$ cat config.mk
export PLATFORM = sky130hd
export DESIGN_NAME = dmem_router
export DESIGN_NICKNAME = d
export VERILOG_FILES = /design/src/rtl/dmem_pkg.sv /design/src/rtl/dmem_sram.sv /design/src/rtl/dmem_ctrl.sv /design/src/rtl/dmem_dp.sv /design/src/rtl/dmem_router.sv
export SDC_FILE = /design/constraint.sdc
export NUM_CORES = 2
export LEC_CHECK = 0
export BUFFER_PORTS_ARGS = -buffer_cell sky130_fd_sc_hd__buf_4
export CAP_MARGIN = 20
export CELL_PAD_IN_SITES_DETAIL_PLACEMENT = 0
export CELL_PAD_IN_SITES_GLOBAL_PLACEMENT = 1
export CORE_ASPECT_RATIO = 1.25
export CORE_MARGIN = 2
export CORE_UTILIZATION = 49
export DETAILED_ROUTE_END_ITERATION = 8
export PLACE_DENSITY_LB_ADDON = 0.1
export SYNTH_ARGS = -nofsm -noshare
export SYNTH_HDL_FRONTEND = slang
export SYNTH_SLANG_ARGS = --single-unit
$ cat constraint.sdc
create_clock -name clk -period 4.9 [get_ports clk]
set_clock_uncertainty 0.2 [all_clocks]
set_input_delay 0.98 -clock clk [delete_from_list [all_inputs] [get_ports clk]]
set_output_delay 0.98 -clock clk [all_outputs]
set_load 0.05 [all_outputs]
$ cat src/rtl/dmem_pkg.sv
package dmem_pkg;

  // Architectural address map (8-bit data space)
  localparam logic [7:0] IND0_ADDR      = 8'h00;
  localparam logic [7:0] PTR0_ADDR      = 8'h01;
  localparam logic [7:0] IND1_ADDR      = 8'h02;
  localparam logic [7:0] PTR1_ADDR      = 8'h03;
  localparam logic [7:0] BANKSEL_ADDR   = 8'h04;
  localparam logic [7:0] GLOBAL_BASE    = 8'h20;
  localparam logic [7:0] BANKED_BASE    = 8'h40;
  localparam logic [7:0] DISP_BYTE_LAST = 8'h4E;
  localparam logic [7:0] DISP_NIB_FIRST = 8'hC0;
  localparam logic [7:0] DISP_NIB_LAST  = 8'hE2;

  // Special-function indices with special handling
  localparam logic [4:0] SFR_WRITE_ONLY = 5'h1D;
  localparam logic [4:0] SFR_READ_ONLY  = 5'h1F;
  localparam logic [4:0] SFR_HALF_WIDE  = 5'h16;
  localparam logic [4:0] SFR_FIRST_PERI = 5'h05;

  localparam int BANK_DEPTH      = 256 - int'(BANKED_BASE);
  localparam int GLOBAL_DEPTH    = int'(BANKED_BASE) - int'(GLOBAL_BASE);
  localparam int DISP_BYTE_DEPTH = int'(DISP_BYTE_LAST) - int'(BANKED_BASE) + 1;
  localparam int DISP_NIB_DEPTH  = int'(DISP_NIB_LAST) - int'(DISP_NIB_FIRST) + 1;
  localparam int GP_SEL_W        = 4;

  typedef enum logic [3:0] {
    SRC_ZERO,
    SRC_MP0,
    SRC_MP1,
    SRC_BANKSEL,
    SRC_PERIPH,
    SRC_GLOBAL,
    SRC_GPBANK,
    SRC_DISPBYTE,
    SRC_DISPNIB
  } rdSrc_e;

  typedef struct packed {
    logic                mp0Wr;
    logic                mp1Wr;
    logic                bankSelWr;
    logic                gblWr;
    logic                gpWr;
    logic                dispByteWr;
    logic                dispNibWr;
    logic                rdFire;
    logic                maskHi;
    rdSrc_e              rdSrc;
    logic [7:0]          bankOff;
    logic [4:0]          gblIdx;
    logic [GP_SEL_W-1:0] gpSel;
  } ctrlStb_t;

  function automatic logic sfrReserved(input logic [4:0] idx);
    return (idx == 5'h0C) || (idx == 5'h0F) || (idx == 5'h13) ||
           ((idx >= 5'h18) && (idx <= 5'h1C));
  endfunction

  function automatic logic periphReadable(input logic [4:0] idx);
    return (idx >= SFR_FIRST_PERI) && !sfrReserved(idx) && (idx != SFR_WRITE_ONLY);
  endfunction

  function automatic logic periphWritable(input logic [4:0] idx);
    return (idx >= SFR_FIRST_PERI) && !sfrReserved(idx) && (idx != SFR_READ_ONLY);
  endfunction

endpackage

$ cat src/rtl/dmem_sram.sv
module dmem_sram #(
  parameter int DEPTH = 32,
  parameter int WIDTH = 8,
  localparam int AW = (DEPTH > 1) ? $clog2(DEPTH) : 1
) (
  input  logic             clk,
  input  logic             we,
  input  logic             re,
  input  logic [AW-1:0]    addr,
  input  logic [WIDTH-1:0] wdata,
  output logic [WIDTH-1:0] rdata
);

  logic [WIDTH-1:0] mem [DEPTH];

  always_ff @(posedge clk) begin
    if (we) mem[addr] <= wdata;
    if (re) rdata <= mem[addr];
  end

endmodule

$ cat src/rtl/dmem_ctrl.sv
module dmem_ctrl
  import dmem_pkg::*;
#(
  parameter int         GP_BANKS     = 2,
  parameter logic [7:0] DISP_BANK_ID = 8'h1B
) (
  input  logic       clk,
  input  logic       rstN,
  input  logic [7:0] addr,
  input  logic       rdEn,
  input  logic       wrEn,
  input  logic [7:0] mp0,
  input  logic [7:0] mp1,
  input  logic [7:0] bankSel,
  output ctrlStb_t   stb,
  output logic       periphRdStb,
  output logic       periphWrStb,
  output logic [4:0] periphAddr
);

  localparam logic [7:0] GP_LIMIT = 8'(GP_BANKS);

  logic [7:0] effAddr;
  logic [7:0] effBank;
  logic       viaPort0;
  logic       viaPort1;
  logic       selfRef;

  // Resolve indirect ports into an effective address and bank
  always_comb begin
    viaPort0 = (addr == IND0_ADDR);
    viaPort1 = (addr == IND1_ADDR);
    effAddr  = addr;
    effBank  = bankSel;
    if (viaPort0) begin
      effAddr = mp0;
      effBank = 8'h00;
    end else if (viaPort1) begin
      effAddr = mp1;
    end
    selfRef = (viaPort0 || viaPort1) &&
              ((effAddr == IND0_ADDR) || (effAddr == IND1_ADDR));
  end

  // Region decode
  always_comb begin
    stb         = '0;
    stb.rdSrc   = SRC_ZERO;
    stb.rdFire  = rdEn;
    periphRdStb = 1'b0;
    periphWrStb = 1'b0;
    periphAddr  = effAddr[4:0];
    if (!selfRef) begin
      if (effAddr < GLOBAL_BASE) begin
        if (effAddr == PTR0_ADDR) begin
          stb.rdSrc = SRC_MP0;
          stb.mp0Wr = wrEn;
        end else if (effAddr == PTR1_ADDR) begin
          stb.rdSrc = SRC_MP1;
          stb.mp1Wr = wrEn;
        end else if (effAddr == BANKSEL_ADDR) begin
          stb.rdSrc     = SRC_BANKSEL;
          stb.bankSelWr = wrEn;
        end else begin
          if (periphReadable(effAddr[4:0])) begin
            stb.rdSrc   = SRC_PERIPH;
            periphRdStb = rdEn;
          end
          periphWrStb = wrEn && periphWritable(effAddr[4:0]);
          stb.maskHi  = (effAddr[4:0] == SFR_HALF_WIDE);
        end
      end else if (effAddr < BANKED_BASE) begin
        stb.rdSrc  = SRC_GLOBAL;
        stb.gblWr  = wrEn;
        stb.gblIdx = effAddr[4:0];
      end else if (effBank < GP_LIMIT) begin
        stb.rdSrc   = SRC_GPBANK;
        stb.gpWr    = wrEn;
        stb.gpSel   = effBank[GP_SEL_W-1:0];
        stb.bankOff = effAddr - BANKED_BASE;
      end else if (effBank == DISP_BANK_ID) begin
        if (effAddr <= DISP_BYTE_LAST) begin
          stb.rdSrc      = SRC_DISPBYTE;
          stb.dispByteWr = wrEn;
          stb.bankOff    = effAddr - BANKED_BASE;
        end else if ((effAddr >= DISP_NIB_FIRST) && (effAddr <= DISP_NIB_LAST)) begin
          stb.rdSrc     = SRC_DISPNIB;
          stb.dispNibWr = wrEn;
          stb.bankOff   = effAddr - DISP_NIB_FIRST;
        end
      end
    end
  end

  // Input contract: one request per cycle
  p_single_request_r2: assert property (@(posedge clk) disable iff (!rstN)
    !(rdEn && wrEn));

  // Write-only register never sees a read strobe, read-only never a write
  p_wo_no_read_r11: assert property (@(posedge clk) disable iff (!rstN)
    periphRdStb |-> (periphAddr != SFR_WRITE_ONLY));
  p_ro_no_write_r11: assert property (@(posedge clk) disable iff (!rstN)
    periphWrStb |-> (periphAddr != SFR_READ_ONLY));

  // Direct access to a reserved index never reaches a peripheral
  p_reserved_quiet_r9: assert property (@(posedge clk) disable iff (!rstN)
    ((addr < GLOBAL_BASE) && sfrReserved(addr[4:0])) |-> !(periphRdStb || periphWrStb));

  // Pointer aimed at a port: no write of any kind
  p_self_ref_quiet_r8: assert property (@(posedge clk) disable iff (!rstN)
    (((addr == IND0_ADDR) && ((mp0 == IND0_ADDR) || (mp0 == IND1_ADDR))) ||
     ((addr == IND1_ADDR) && ((mp1 == IND0_ADDR) || (mp1 == IND1_ADDR))))
    |-> !(periphWrStb || stb.gpWr || stb.gblWr || stb.mp0Wr || stb.mp1Wr || stb.bankSelWr));

  // Banked writes only into existing banks
  p_gp_bank_exists_r5: assert property (@(posedge clk) disable iff (!rstN)
    stb.gpWr |-> (8'(stb.gpSel) < GP_LIMIT));

endmodule

$ cat src/rtl/dmem_dp.sv
module dmem_dp
  import dmem_pkg::*;
#(
  parameter int GP_BANKS = 2
) (
  input  logic       clk,
  input  logic       rstN,
  input  ctrlStb_t   stb,
  input  logic [7:0] wrData,
  input  logic [7:0] periphRdData,
  output logic [7:0] rdData,
  output logic [7:0] mp0,
  output logic [7:0] mp1,
  output logic [7:0] bankSel
);

  localparam int BANK_AW = $clog2(BANK_DEPTH);
  localparam int GBL_AW  = $clog2(GLOBAL_DEPTH);
  localparam int DB_AW   = $clog2(DISP_BYTE_DEPTH);
  localparam int DN_AW   = $clog2(DISP_NIB_DEPTH);

  // Pointer and bank selector registers
  always_ff @(posedge clk or negedge rstN) begin
    if (!rstN) begin
      mp0     <= 8'h00;
      mp1     <= 8'h00;
      bankSel <= 8'h00;
    end else begin
      if (stb.mp0Wr)     mp0     <= wrData;
      if (stb.mp1Wr)     mp1     <= wrData;
      if (stb.bankSelWr) bankSel <= wrData;
    end
  end

  // General-purpose banks
  logic [7:0] gpQ [GP_BANKS];
  for (genvar i = 0; i < GP_BANKS; i++) begin : g_gp_bank
    dmem_sram #(.DEPTH(BANK_DEPTH), .WIDTH(8)) u_bank (
      .clk  (clk),
      .we   (stb.gpWr && (stb.gpSel == GP_SEL_W'(i))),
      .re   (stb.rdFire && (stb.rdSrc == SRC_GPBANK) && (stb.gpSel == GP_SEL_W'(i))),
      .addr (stb.bankOff[BANK_AW-1:0]),
      .wdata(wrData),
      .rdata(gpQ[i])
    );
  end

  logic [7:0] gblQ;
  dmem_sram #(.DEPTH(GLOBAL_DEPTH), .WIDTH(8)) u_global (
    .clk  (clk),
    .we   (stb.gblWr),
    .re   (stb.rdFire && (stb.rdSrc == SRC_GLOBAL)),
    .addr (stb.gblIdx[GBL_AW-1:0]),
    .wdata(wrData),
    .rdata(gblQ)
  );

  logic [7:0] dbQ;
  dmem_sram #(.DEPTH(DISP_BYTE_DEPTH), .WIDTH(8)) u_disp_byte (
    .clk  (clk),
    .we   (stb.dispByteWr),
    .re   (stb.rdFire && (stb.rdSrc == SRC_DISPBYTE)),
    .addr (stb.bankOff[DB_AW-1:0]),
    .wdata(wrData),
    .rdata(dbQ)
  );

  logic [3:0] dnQ;
  dmem_sram #(.DEPTH(DISP_NIB_DEPTH), .WIDTH(4)) u_disp_nib (
    .clk  (clk),
    .we   (stb.dispNibWr),
    .re   (stb.rdFire && (stb.rdSrc == SRC_DISPNIB)),
    .addr (stb.bankOff[DN_AW-1:0]),
    .wdata(wrData[3:0]),
    .rdata(dnQ)
  );

  // Register-type read sources are captured at the read cycle
  logic [7:0]          capNext;
  logic [7:0]          capQ;
  rdSrc_e              srcQ;
  logic [GP_SEL_W-1:0] gpSelQ;

  always_comb begin
    unique case (stb.rdSrc)
      SRC_MP0:     capNext = mp0;
      SRC_MP1:     capNext = mp1;
      SRC_BANKSEL: capNext = bankSel;
      SRC_PERIPH:  capNext = stb.maskHi ? {4'h0, periphRdData[3:0]} : periphRdData;
      default:     capNext = 8'h00;
    endcase
  end

  always_ff @(posedge clk or negedge rstN) begin
    if (!rstN) begin
      capQ   <= 8'h00;
      srcQ   <= SRC_ZERO;
      gpSelQ <= '0;
    end else if (stb.rdFire) begin
      capQ   <= capNext;
      srcQ   <= stb.rdSrc;
      gpSelQ <= stb.gpSel;
    end
  end

  logic [7:0] gpPick;
  always_comb begin
    gpPick = 8'h00;
    for (int i = 0; i < GP_BANKS; i++) begin
      if (gpSelQ == GP_SEL_W'(i)) gpPick = gpQ[i];
    end
  end

  always_comb begin
    unique case (srcQ)
      SRC_GLOBAL:   rdData = gblQ;
      SRC_GPBANK:   rdData = gpPick;
      SRC_DISPBYTE: rdData = dbQ;
      SRC_DISPNIB:  rdData = {4'h0, dnQ};
      default:      rdData = capQ;
    endcase
  end

  // Unmapped reads return zero next cycle
  p_zero_read_r9: assert property (@(posedge clk) disable iff (!rstN)
    (stb.rdFire && (stb.rdSrc == SRC_ZERO)) |=> (rdData == 8'h00));

  // Display nibble region: upper nibble zero
  p_nib_upper_zero_r10: assert property (@(posedge clk) disable iff (!rstN)
    (stb.rdFire && (stb.rdSrc == SRC_DISPNIB)) |=> (rdData[7:4] == 4'h0));

  // Half-wide peripheral register masked
  p_half_wide_mask_r12: assert property (@(posedge clk) disable iff (!rstN)
    (stb.rdFire && (stb.rdSrc == SRC_PERIPH) && stb.maskHi) |=> (rdData[7:4] == 4'h0));

  // Read result holds between reads
  p_rd_hold_r2: assert property (@(posedge clk) disable iff (!rstN)
    !stb.rdFire |=> $stable(rdData));

  // Bank selector changes only on its own write
  p_banksel_hold_r5: assert property (@(posedge clk) disable iff (!rstN)
    !stb.bankSelWr |=> $stable(bankSel));

endmodule

$ cat src/rtl/dmem_router.sv
module dmem_router
  import dmem_pkg::*;
#(
  parameter int         GP_BANKS     = 2,
  parameter logic [7:0] DISP_BANK_ID = 8'h1B
) (
  input  logic       clk,
  input  logic       rstN,
  input  logic [7:0] addr,
  input  logic [7:0] wrData,
  input  logic       rdEn,
  input  logic       wrEn,
  output logic [7:0] rdData,
  output logic       periphRdStb,
  output logic       periphWrStb,
  output logic [4:0] periphAddr,
  input  logic [7:0] periphRdData
);

  ctrlStb_t   stb;
  logic [7:0] mp0;
  logic [7:0] mp1;
  logic [7:0] bankSel;

  dmem_ctrl #(.GP_BANKS(GP_BANKS), .DISP_BANK_ID(DISP_BANK_ID)) u_ctrl (
    .clk        (clk),
    .rstN       (rstN),
    .addr       (addr),
    .rdEn       (rdEn),
    .wrEn       (wrEn),
    .mp0        (mp0),
    .mp1        (mp1),
    .bankSel    (bankSel),
    .stb        (stb),
    .periphRdStb(periphRdStb),
    .periphWrStb(periphWrStb),
    .periphAddr (periphAddr)
  );

  dmem_dp #(.GP_BANKS(GP_BANKS)) u_dp (
    .clk         (clk),
    .rstN        (rstN),
    .stb         (stb),
    .wrData      (wrData),
    .periphRdData(periphRdData),
    .rdData      (rdData),
    .mp0         (mp0),
    .mp1         (mp1),
    .bankSel     (bankSel)
  );

endmodule

# After elaboration in Yosys (flattened, before gate mapping)
# Memory sizes are Yosys's and may differ from the RTL's. A register that Yosys moved wholly into a read port is not among the register bits.
# Index checks and enable logic that the tools add are counted.
# word_totals
n_memories	5
word_cells	138
input_bits	28
latchBits	0
ram_bits	3588
regBits	40
output_inout_bits	15
rom_bits	0
# memory_table
name	words	width	read_ports	rd_ports_with_merged_regs	wr	line_no	source
u_dp.g_gp_bank[0].u_bank.mem	192	8	1	1	1	dmem_sram.sv:14	logic [WIDTH-1:0] mem [DEPTH];
u_dp.g_gp_bank[1].u_bank.mem	192	8	1	1	1	dmem_sram.sv:14	
u_dp.u_global.mem	32	8	1	1	1	dmem_sram.sv:14	
u_dp.u_disp_nib.mem	35	4	1	1	1	dmem_sram.sv:14	
u_dp.u_disp_byte.mem	15	8	1	1	1	dmem_sram.sv:14	
# op_classes
n_reduce_logical	25
n_eq_ne	26
div	0
shift	0
n_addsub	2
bitwise_logic	0
muxes	65
mul	0
order_cmp	9
# op_table
cell	n
$pmux W8 S4	2
$mux W8	7
$mux W12	4
$mux W1	34
$mux W4	8
$eq A4 B3 Y1 const B	7
$eq A8 B2 Y1 const B	3
$mux W22	1
$mux W17	1
$logic_not A8 Y1	2
$logic_and A1 B1 Y1	15
$eq A4 B1 Y1 const B	3
$eq A5 B4 Y1 const B	2
$eq A5 B5 Y1 const B	2
$ne A5 B5 Y1 const B	2
$mux W3	3
$eq A4 B2 Y1 const B	2
$eq A4 B4 Y1 const B	2
$eq A8 B1 Y1 const B	1
$eq A8 B3 Y1 const B	1
$eq A8 B5 Y1 const B	1
$ge A8 B8 Y1 const B	1
$le A8 B7 Y1 const B	1
$le A8 B8 Y1 const B	1
other kinds (14)	21

# Longest topological paths before layout
# logic_depth
ltp_word	20
mapped_depth	21
mapped_depth_nobuf	15

# Hierarchy
# A second synthesis with hierarchy kept.
# unflattened
hier_cells	7124
area_unflattened_um2	143988.1
# modules_own_cells
mod	n_inst	area_each_um2	seq_area_each_um2	cells_each
dmem_sram (u_dp.g_gp_bank[0].u_bank ...)	2	59727.3	46364.5	2793
dmem_sram (u_dp.u_global)	1	10286.1	7927.6	576
dmem_sram (u_dp.u_disp_nib)	1	6062.1	4324.1	383
dmem_sram (u_dp.u_disp_byte)	1	4893.4	3843.7	230
dmem_dp	1	2253.4	1001.0	210
dmem_ctrl	1	1038.5	0.0	139

# Least setup slack after synthesis
# Ideal clock, no wire load.
# synth_path
kind	input -> register
start	input addr[5]
end	memory u_dp.g_gp_bank[0].u_bank.mem[111][0], enable pin
cell_stages	16
arrival_ns	5.121
setup_ns	0.370
slack_ns	-0.792
n_path_buf	6
cell_sequence	or4_1 > or4_4 > nand2_1 > inv_1 > ha_1 > buf_1 > nor4_1 > o311ai_2 > a21oi_2 > buf_4 > buf_2 > buf_4 > buf_2 > nand4_1 > buf_2 > nor2_1
# synth_via
elab_chain_len	12
# synth_lines
element	line_no	source
from (decl)	dmem_router.sv:9	input logic [7:0] addr,
$eq A8 B2 Y1	dmem_ctrl.sv:32	viaPort1 = (addr == IND1_ADDR);
$mux W8	dmem_ctrl.sv:38	end else if (viaPort1) begin
$mux W8	dmem_ctrl.sv:35	if (viaPort0) begin
$ge A8 B8 Y1 / $le A8 B8 Y1 (equally long branches)	dmem_ctrl.sv:86	end else if ((effAddr >= DISP_NIB_FIRST) && (effAddr <= DISP_NIB_LAST)) begin
$logic_and A1 B1 Y1	dmem_ctrl.sv:86	
$mux W12	dmem_ctrl.sv:86	
$mux W12	dmem_ctrl.sv:82	if (effAddr <= DISP_BYTE_LAST) begin
$mux W12	dmem_ctrl.sv:81	end else if (effBank == DISP_BANK_ID) begin
$mux W12	dmem_ctrl.sv:76	end else if (effBank < GP_LIMIT) begin
$mux W8	dmem_ctrl.sv:72	end else if (effAddr < BANKED_BASE) begin
$mux W17	dmem_ctrl.sv:54	if (effAddr < GLOBAL_BASE) begin
$mux W22	dmem_ctrl.sv:53	if (!selfRef) begin
to (decl)	dmem_sram.sv:14	
# Parallel ways exist; a longest one is shown, timed or not.

# Final worst setup path
# layout_path
start	input addr[5]
end	register u_dp.g_gp_bank[0].u_bank.rdata[2] (read register of u_dp.g_gp_bank[0].u_bank.mem) (data pin)
# layout_via
elab_chain_len	19
# layout_lines
element	line_no	source
branches (longest 15 deep; another with $ge A8 B8 Y1)	n/a	
$mux W22 *	dmem_ctrl.sv:53	
$eq A4 B3 Y1	dmem_dp.sv:41	.re (stb.rdFire && (stb.rdSrc == SRC_GPBANK) && (stb.gpSel == GP_SEL_W'(i))),
$logic_and A1 B1 Y1 (2 in a row)	dmem_dp.sv:41	
to (decl)	dmem_sram.sv:11	output logic [WIDTH-1:0] rdata
# Mark *: on every way between the ends.
# A chain may end at the register's enable or synchronous reset.

==> flow_metrics.py <==
metrics = {
    "critical_path": {
        "cp_data_arrival_time_ns": 5.66,
        "startpoint": "addr[5]",
        "rrSetupSlack_ns": 0.01,
        "end_kind": "register",
        "cp-start-kind": "primary input",
        "r2r_start": "u_dp.bankSel[7]$_DFFE_PN0P_",
        "worstPathRequired_ns": 5.31,
        "crit_type": "primary input to register",
        "worstPathMaxFanout": 9,
    },
    "drt": {
        "vias": 97419,
        "drc": 0,
        "totalWireLength_um": 517700,
        "drt_iter0_markers": 12901,
        "routedWlPerCell_um": 33.72,
        "postRouteAntennaNets": 0,
        "viasPerCell": 6.345,
        "first_pass_iters": 9,
    },
    "global_route": {
        "grt_pass1_wl_um": 713900,
        "grt_pass1_vias": 94631,
        "grt.overflow.total": 0,
        "grt_max_degree": 145,
        "gr-usage-met1": 0.4432,
        "track_usage": 0.3432,
        "antenna_found_initial": 24,
        "top_usage_layer": "met2",
        "use_met2": 0.5546,
        "grt_use_met3": 0.06238,
    },
    "timing": {
        "relSlewSlack": 0.2828,
        "hold_viol_final": 0,
        "post-route-period-util": 1.070,
        "rsz0062_at_grt": "true",
        "worst_slack_ns": -0.3441,
        "fmax_mhz": 190.7,
        "tightest_slew_ns": 1.076,
        "period_minus_slack_ns": 5.244,
        "finalMaxSlewViolations": 0,
        "setup_viol": 317,
    },
    "placement": {
        "port_buffers": 42,
        "gp_congestion": 0.9457,
        "placed_area_um2": 163200,
        "dpl.hpwl_um": 336000,
        "dp_cells": 14499,
    },
    "synthesis": {
        "synth-edff-count": 3624,
        "ys_ff_latch": 3664,
        "syn-cell-area_um2": 141300,
        "async_flop_share": 0.01092,
        "yosysSeqAreaShare": 0.7773,
        "yosys_warnings": 0,
        "synth_ff_type": "edfxtp_1",
        "netlist_instances": 9547,
        "avgSynthCellArea_um2": 14.80,
        "syn_nets": 9578,
        "synth_cell_types": 87,
    },
    "pwr": {
        "pwr-share-seq": 0.512,
        "pwr-share-clk": 0.396,
        "p_leak_nw": 60.21,
        "switchingPower_mw": 15.89,
        "combPwrFrac": 0.092,
        "internal-power_mw": 51.45,
        "power_density_nw_per_um2": 372.7,
        "p_sw_frac": 0.2360,
        "vdd_drop_max_uv": 294.4,
    },
    "clock_network": {
        "cts-root-buf": "clkbuf_16",
        "cts.sinks": 3664,
        "worstSkewPairLatency_ns": 0.93,
        "cts_buffers": 364,
        "clk_path_buf_depth": 4,
        "cts_tree": "built",
        "path_clk_slew_ns": 0.06,
        "h-tree-depth": 5,
    },
    "layout": {
        "multi_input_area_um2": 33080,
        "final_nets": 11316,
        "fin_area_um2": 180700,
        "fillers": 21210,
        "syn_to_final_growth_pct": 27.89,
        "stdcell_count": 15353,
        "regArea_um2": 109800,
        "drive_above_1_share": 0.2874,
    },
    "die": {
        "rows": 220,
        "die-area_um2": 292700,
        "initial_core_util": 0.4921,
        "core-area_um2": 287100,
        "die_w_um": 484.3,
        "die_h_um": 604.4,
        "io_pins": 43,
    },
    "outcome": {
        "violations": "negative setup slack",
        "status": "complete, but fails checks",
    },
    "run": {
        "maxCapViolCount": 0,
    },
    "worst_hold_path": {
        "min_path_type": "primary input to register",
        "worstHoldStart": "rdEn",
    },
}
layout by cell type (no fill, tap or decap), types with 125 or more instances in the layout:
cell	Yosys	final
nor2_1	764	433
clkbuf_16	0	381
edfxtp_1	3624	3624
nand3_1	132	125
a221oi_1	201	163
nor2_2	0	170
buf_12	0	397
nor2_4	0	161
o21ai_0	212	175
nand2_1	1249	1210
buf_6	10	125
a21oi_1	976	902
a22oi_1	642	571
buf_4	13	1445
o22ai_1	209	180
flip-flops by register name (all words and copies together), names as in the netlist:
register and flops:
u_dp.g_gp_bank.u_bank.mem 3072, u_dp.u_global.mem 256, u_dp.u_disp_nib.mem 140, u_dp.u_disp_byte.mem 120, u_dp.g_gp_bank.u_bank.rdata 16, u_dp.bankSel 8, u_dp.capQ 8, u_dp.mp0 8
u_dp.mp1 8, u_dp.u_disp_byte.rdata 8, u_dp.u_global.rdata 8, u_dp.gpSelQ 4, u_dp.srcQ 4, u_dp.u_disp_nib.rdata 4
critical path: stages:
cell and delay [ns]:
buf_6 0.09, or4_4 0.57, or4_4 0.60, nand2_4 0.11
buf_6 0.11, buf_4 0.14, ha_4 0.14, nand2_1 0.06
a21oi_2 0.17, and4_4 0.30, buf_12 0.11, nor3_4 0.04
buf_6 0.14, buf_12 0.14, nor2_4 0.16, buf_12 0.18
buf_4 0.27, a21oi_1 0.13, nor4_2 0.38, buf_4 0.18
o22ai_1 0.12, a21oi_1 0.24, buf_4 0.15, nand3_1 0.07
power groups by stage:
stage / Clock [mW] / Sequential (mW) / Combinational [mW]
finish: 26.6 / 34.5 / 6.20
global route: 28.0 / 34.5 / 6.33
CTS: 26.8 / 34.5 / 5.74
detailed placement: 0 / 35.2 / 5.37
global placement: 0 / 35.2 / 5.34
floorplan: 0 / 35.2 / 1.94
cell usage after synthesis (30+ instances only):
master / number / area, µm²
nor4_1: 77 / 481.7
a22o_1: 46 / 402.9
a221oi_1: 201 / 1760
buf_2: 197 / 986.0
nand2_1: 1249 / 4688
nor3_1: 30 / 150.1
o22ai_1: 209 / 1308
buf_1: 141 / 529.3
o221ai_1: 67 / 586.8
mux2i_1: 33 / 330.3
a211oi_1: 60 / 450.4
nand3_1: 132 / 660.6
o21ai_0: 212 / 1061
a21oi_1: 976 / 4885
a2bb2oi_1: 30 / 262.8
a22oi_1: 642 / 4820
edfxtp_1: 3624 / 108800
nor2_1: 764 / 2868
clkbuf_1: 309 / 1160
dfrtp_1: 40 / 1001
inv_1: 30 / 112.6
a31oi_1: 118 / 738.2
stage by stage:
step / worst slack (ns) / total power, mW / util / hold WS, ns / TNS, ns
2_1_floorplan: -0.6354 / 37.10 / - / 0.2564 / -946.03
3_3_place_gp: -1.718 / 40.50 / 0.5685 / 0.2713 / -2975.24
3_5_place_dp: -1.721 / 40.53 / 0.5686 / 0.2820 / -2929.52
4_1_cts: -0.2403 / 67.07 / 0.6164 / 0.1082 / -2.087
5_1_grt: -0.3227 / 68.81 / 0.6293 / 0.1438 / -23.01
6_report: -0.3441 / 67.35 / 0.6294 / 0.1463 / -8.607
repair_timing:
item                                    4_1_cts  5_1_grt
buffers inserted                             67      117
pin swaps                                    69      186
cloned                                       17       11
resized for setup                           331      552
hold buffers                                  1        0
endpoints found under the hold margin        40        0
endpoints found under the setup margin      739     2294
routing by layer:
layer / wire, µm / share of wire / up-vias
li1: - / - / 40941
met1: 190100 / 0.37 / 49597
met2: 245900 / 0.47 / 5694
met3: 49200 / 0.095 / 1171
met4: 32380 / 0.063 / 16
met5: 107 / 0.00021 / -
path summary, 6_finish.rpt:
| path | endpoint | depth (start not counted) |
|---|---|---|
| worst max-delay path | u_dp.g_gp_bank[0].u_bank.rdata[2]$_DFFE_PP_ | 24 |
| worst min-delay path | u_dp.gpSelQ[1]$_DFFE_PN0P_ | 2 |
| worst max register to register | u_dp.g_gp_bank[0].u_bank.rdata[2]$_DFFE_PP_ | 18 |
| worst min register to register | u_dp.capQ[4]$_DFFE_PN0P_ | 1 |
| max in group asynchronous | u_dp.srcQ[3]$_DFFE_PN0P_ | 2 |
| min in group asynchronous | u_dp.mp0[5]$_DFFE_PN0P_ | 2 |
kinds of logic (layout without fill, tap and decap cells):
logic type / count (synthesis) / in the layout / synth area share
buffers and inverters: 702 / 2720 / 0.02127
AO/OA/AOI/OAI: 2789 / 2789 / 0.1300
multiplexers: 62 / 62 / 0.004649
other: 0 / 13 / 0
adder cells (fa/ha/maj): 3 / 3 / 0.0002657
flip-flops: 3664 / 3664 / 0.7773
AND/OR/NAND/NOR: 2327 / 2328 / 0.06654
final cells by class:
cell class,instances,area share
diodes,13,0.0001800
flip-flops and latches,3664,0.6078
repair buffers,2041,0.1208
clock buffers,455,0.05329
well taps,3774,0.02613
inverters,32,0.0007617
clock inverters,192,0.007949
multi-input cells,5182,0.1831
Power figures use the tool's default switching activity.
